## src/rtl/tdec_stop_ctrl.sv

```systemverilog
module tdec_stop_ctrl #(
  parameter int MAX_PAIRS = 1024,
  parameter int ITER_W = 5,
  localparam int AW = (MAX_PAIRS > 1) ? $clog2(MAX_PAIRS) : 1
) (
  input  logic              clk,
  input  logic              rst,
  input  logic              blk_start,
  input  logic [1:0]        mode,
  input  logic [ITER_W-1:0] iter_limit,
  input  logic              hd_valid,
  input  logic              hd_a,
  input  logic              hd_b,
  input  logic              iter_last,
  output logic              res_valid,
  output logic              res_stop,
  output logic [ITER_W-1:0] res_iters
);

  localparam logic [1:0] RULE_TWO   = 2'b01;
  localparam logic [1:0] RULE_THREE = 2'b10;

  logic [1:0]        hist [MAX_PAIRS];
  logic [AW-1:0]     addr;
  logic [ITER_W-1:0] iter_cnt, lim_q;
  logic [1:0]        mode_q, streak;
  logic              agree_acc, halted;

  wire  [1:0]        sym       = {hd_a, hd_b};
  wire               take      = hd_valid && !halted && !blk_start;
  wire               fin       = take && iter_last;
  wire               match     = (hist[addr] == sym);
  wire               first_it  = (iter_cnt == '0);
  wire               agree_now = agree_acc & match & ~first_it;
  wire  [ITER_W-1:0] iter_nxt  = iter_cnt + 1'b1;
  wire  [1:0]        streak_nx = agree_now ? ((streak == 2'd2) ? 2'd2 : streak + 2'd1) : 2'd0;
  wire               hit_lim   = (iter_nxt >= lim_q);
  wire               early     = (mode_q == RULE_TWO && agree_now) ||
                                 (mode_q == RULE_THREE && streak_nx == 2'd2);
  wire               stop_now  = hit_lim || early;

  always_ff @(posedge clk)
    if (take) hist[addr] <= sym;

  always_ff @(posedge clk) begin
    if (rst) begin
      addr      <= '0;
      iter_cnt  <= '0;
      lim_q     <= '0;
      mode_q    <= 2'b00;
      streak    <= 2'd0;
      agree_acc <= 1'b1;
      halted    <= 1'b0;
      res_valid <= 1'b0;
      res_stop  <= 1'b0;
      res_iters <= '0;
    end else begin
      res_valid <= fin;
      res_stop  <= fin && stop_now;
      if (fin) res_iters <= iter_nxt;
      if (blk_start) begin
        addr      <= '0;
        iter_cnt  <= '0;
        lim_q     <= iter_limit;
        mode_q    <= mode;
        streak    <= 2'd0;
        agree_acc <= 1'b1;
        halted    <= 1'b0;
      end else if (take) begin
        if (iter_last) begin
          addr      <= '0;
          iter_cnt  <= iter_nxt;
          agree_acc <= 1'b1;
          streak    <= streak_nx;
          halted    <= stop_now;
        end else begin
          addr      <= addr + 1'b1;
          agree_acc <= agree_acc & match;
        end
      end
    end
  end

  assert_verdict_timing_R2: assert property (@(posedge clk) disable iff (rst)
    res_valid |-> $past(hd_valid && iter_last && !halted && !blk_start));

  assert_single_pulse_R2: assert property (@(posedge clk) disable iff (rst)
    res_valid && !(hd_valid && iter_last && !halted && !blk_start) |=> !res_valid);

  assert_count_cap_R8: assert property (@(posedge clk) disable iff (rst)
    res_valid |-> (res_iters <= lim_q || res_iters == 1));

  assert_limit_stops_R8: assert property (@(posedge clk) disable iff (rst)
    res_valid && res_iters >= lim_q |-> res_stop);

  assert_fixed_rule_R3: assert property (@(posedge clk) disable iff (rst)
    res_valid && res_stop && (mode_q[0] == mode_q[1]) |-> res_iters >= lim_q);

  assert_two_agree_depth_R5: assert property (@(posedge clk) disable iff (rst)
    res_valid && res_stop && mode_q == RULE_TWO && res_iters < lim_q |-> res_iters >= 2);

  assert_three_agree_depth_R6: assert property (@(posedge clk) disable iff (rst)
    res_valid && res_stop && mode_q == RULE_THREE && res_iters < lim_q |-> res_iters >= 3);

  assert_quiet_after_stop_R11: assert property (@(posedge clk) disable iff (rst)
    halted && !blk_start |=> !res_valid);

endmodule

```

## config.mk

```make
export PLATFORM = sky130hd
export DESIGN_NAME = tdec_stop_ctrl
export DESIGN_NICKNAME = d
export VERILOG_FILES = /design/src/rtl/tdec_stop_ctrl.sv
export SDC_FILE = /design/constraint.sdc
export NUM_CORES = 2
export LEC_CHECK = 0
export CAP_MARGIN = 20
export CORE_MARGIN = 4
export CORE_UTILIZATION = 40
export DETAILED_ROUTE_END_ITERATION = 8
export DONT_BUFFER_PORTS = 1
export PLACE_DENSITY_LB_ADDON = 0.05
export SLEW_MARGIN = 20
export SYNTH_ARGS = -nofsm -noshare
export SYNTH_HDL_FRONTEND = slang
export SYNTH_SLANG_ARGS = --single-unit
```

## constraint.sdc

```tcl
create_clock -name clk -period 6.7 [get_ports clk]
set_input_delay 1.34 -clock clk [delete_from_list [all_inputs] [get_ports clk]]
set_output_delay 1.34 -clock clk [all_outputs]
set_load 0.01 [all_outputs]
```

==> results.md <==
* Status: finished, final reports clean
* Top cell by count, worst path: buf_4
* Largest net degree at the start of global routing at ~300
* Worst EP required at approximately 7.5 ns
* Initial DRC count at 4864
* DRC at 0
* TritonCTS buffer count at 224
* Vias in the first global route at approximately 47000
* Die ar. at roughly 220000 um2
* Total global-route track usage at 0.228
* Max rail drop VDD at between 200 and 300 uV
* Syn_nets at around 4800
* Adder-cell share of the synthesized area at 0.00176
* Total congestion overflow at 0
* Fin area at between 90000 and 100000 um2
* Post-synthesis compound-gate area fraction at 0.0195
* Startpoint types: flip-flop
* Fin crit share at 0.810
* Rows at 169
* Worst path max stage delay at 0.95 ns
* Die height at roughly 470 um
* Area Growth Syn to Fin at 12.9%
* Pins Over Slew Limit at 0
* YS warnings at 0
* Minimum clock period at between 5 and 6 ns
* Clk sink count at 2091
* Post-Syn Area at 85100 um2
* Area of the multi-input gates at 21000 um2
* DR pass1 iterations at 5
* Synth Instances at between 4000 and 5000
* Initial Utilization at 0.402
* Worst Tran Pin Value at ~1.2 ns
* GP Congestion at around 0.78
* Setup violations, final at 0
* Xor/xnor share of the synthesized area at 0.00143
* FF/Latch Area at 62400 um2
* EDFF count, synth at roughly 2000
* Library cells used by synthesis at roughly 70
* Fmax achieved at roughly 180 MHz
* First-pass GRT wire length at 359000 um
* CP Cell Sequence: buf_4, mux4_2, mux2i_1, a221oi_1, a31oi_1, a21oi_1, a211oi_1, o311ai_1, buf_4, xnor2_2, nand4b_2, o22ai_1
* Nets@finish at about 4800
* Clk_lat worst skew at approximately 0.85 ns
* Hpwl dp at ~140000 um
* P_leak at between 20 and 30 nW
* Avg Cell Area, Syn at 17.8 um2
* Ys async rst share at 0
* Cell Area, Placed at just under 90000 um2
* Top cell type's share of synthesized area at 0.723
* Pwr dens at just under 300 nW/um2
* Quantity of hold-fixing buffers added after cts at 0
* Area leader, netlist: edfxtp_1
* Die Wd at ~470 um
* Clock Pin Slew Worst Setup and Hold Paths at ~0.060 ns
* Initial antenna violation count at 16
* Simple-Gate Fraction of Synth Area at 0.0660
* Most numerous cell in the Yosys netlist: edfxtp_1
* Critical path endpoint category: flip-flop
* Vias at approximately 45000
* DR WL/cell at about 32 um
* Avg Vias per Cell at a little under 6
* Top cells by count, synth: edfxtp_1, nor2_1, mux4_2, clkbuf_1, nand2_1
* Layout cells sized above 1 at 0.219
* TritonCTS clock tree: built
* Flops & latches, synth at roughly 2100
* Max-slew headroom at 0.195
* Multiplexer share of the synthesized area at 0.154
* Buffers on Ports at 0
* # IOs at 21
* CP max-delay cell: o311ai_1
* Clock Skew at around 0.024 ns
* Setup bufs post-CTS at 0
* Final setup TNS at 0 ns
* MaxCap Viol Count at 0
* Crit path max fanout at 42
* H-tree depth at 4
* Main combinational cell family by area after synthesis: multiplexers
* CTS max path bufs at 3
* Area of the core at 212000 um2
* Synth Flop Type: edfxtp_1
* Endpoints failing hold at 0
* Root Driver: clkbuf_16
* Sequential share of the synthesized area at 0.733
* Crit path DAT at 6.19 ns
* RSZ-0062 raised after global routing: no
* Final antenna-violating net count at 0
* Hold Path Class: flip-flop to flip-flop
* Synth top area cells: edfxtp_1, mux4_2, nor2_1
* Drt total wl at ~250000 um
* Critical path class: flip-flop to flip-flop
* Filler cell count at between 15000 and 20000
* PostCTS Resize Cnt at 0
## kinds of logic (layout without fill, tap and decap cells)
| kind of cell | count (synthesis) | count (layout) |
|---|---|---|
| flops | 2091 | 2091 |
| simple gates | 1384 | 1384 |
| mux | 632 | 632 |
| buf+inv | 399 | 583 |
| compound gates | 244 | 244 |
| xor+xnor | 13 | 13 |
| fa+ha+maj | 12 | 12 |
| other cells | 0 | 8 |
## path summary, 6_finish.rpt
path              slack, ns        end      start  cells past startpoint
setup reg to reg       1.27  streak[0]  flip-flop                     12
hold / removal         0.47  streak[1]  streak[1]                      2
hold reg to reg        0.47  streak[1]  streak[1]                      2
setup / recovery       1.27  streak[0]  flip-flop                     12
## layer usage
metal / vias to the layer above / global-route usage / wire (um)
li1: 18800 / - / -
met1: 24300 / 0.328 / 111000
met2: 1460 / 0.366 / 122000
met3: 328 / 0.0363 / 15200
met4: 2 / 0.0545 / 5590
met5: - / 0 / 13
## state kept, by name, summed over array words and instances, names as in the netlist, named ones only
signal	cells
lim_q	5
halted	1
agree_acc	1
streak	2
res_iters	5
iter_cnt	5
mode_q	2
addr	10
res_stop	1
res_valid	1
hist	2048
## cell usage in the layout, fill, tap and decap left out, types with 33 or more instances in the layout
master | synthesis | final
buf_4 | 33 | 115
bufinv_16 | 0 | 33
nand2_1 | 143 | 105
edfxtp_1 | 2048 | 2048
mux2i_1 | 81 | 81
mux4_2 | 539 | 539
clkinv_1 | 2 | 46
a22oi_1 | 39 | 39
nor2_1 | 1077 | 1077
clkinv_2 | 0 | 38
a21oi_1 | 40 | 40
dfxtp_1 | 43 | 38
clkbuf_1 | 218 | 47
clkbuf_16 | 0 | 229
o22ai_1 | 58 | 58
## report_power, final
part / switching [W] / total (W) / internal, W
sequential: 0.00000941 / 0.0144 / 0.0144
combinational: 0.000321 / 0.000479 / 0.000158
clock: 0.00522 / 0.0129 / 0.00764
total: 0.00555 / 0.0277 / 0.0222
## critical path, delay by kind of cell (launching register included)
kind | cells | cell delay (ns)
and+or+nand+nor | 1 | 0.17
AOI/OAI and AO/OA | 6 | 2.74
muxes | 2 | 0.42
buffers and inverters | 2 | 0.91
xor gates and xnor gates | 1 | 0.14
DFF | 1 | 0.88
## stage by stage
step / setup slack [ns] / power, W / cells / util / hold WS, ns
2_1_floorplan: 3.55 / 0.0149 / 4775 / - / 0.437
3_3_place_gp: 0.899 / 0.0149 / 7344 / 0.416 / 0.485
3_5_place_dp: 1.10 / 0.0151 / 7358 / 0.417 / 0.467
4_1_cts: 1.10 / 0.0280 / 7778 / 0.453 / 0.463
5_1_grt: 1.03 / 0.0286 / 7783 / 0.453 / 0.494
6_report: 1.27 / 0.0277 / 7788 / 0.453 / 0.472
## area by class of cell
type | count | area share
antenna | 8 | 0.000208
multi-input combinational | 2285 | 0.218
sequential | 2091 | 0.649
clock inverter | 132 | 0.0160
clock buffer | 288 | 0.0632
tap | 2821 | 0.0367
inverter | 21 | 0.000847
timing repair buffer | 142 | 0.0153
Power figures use the tool's default switching activity.
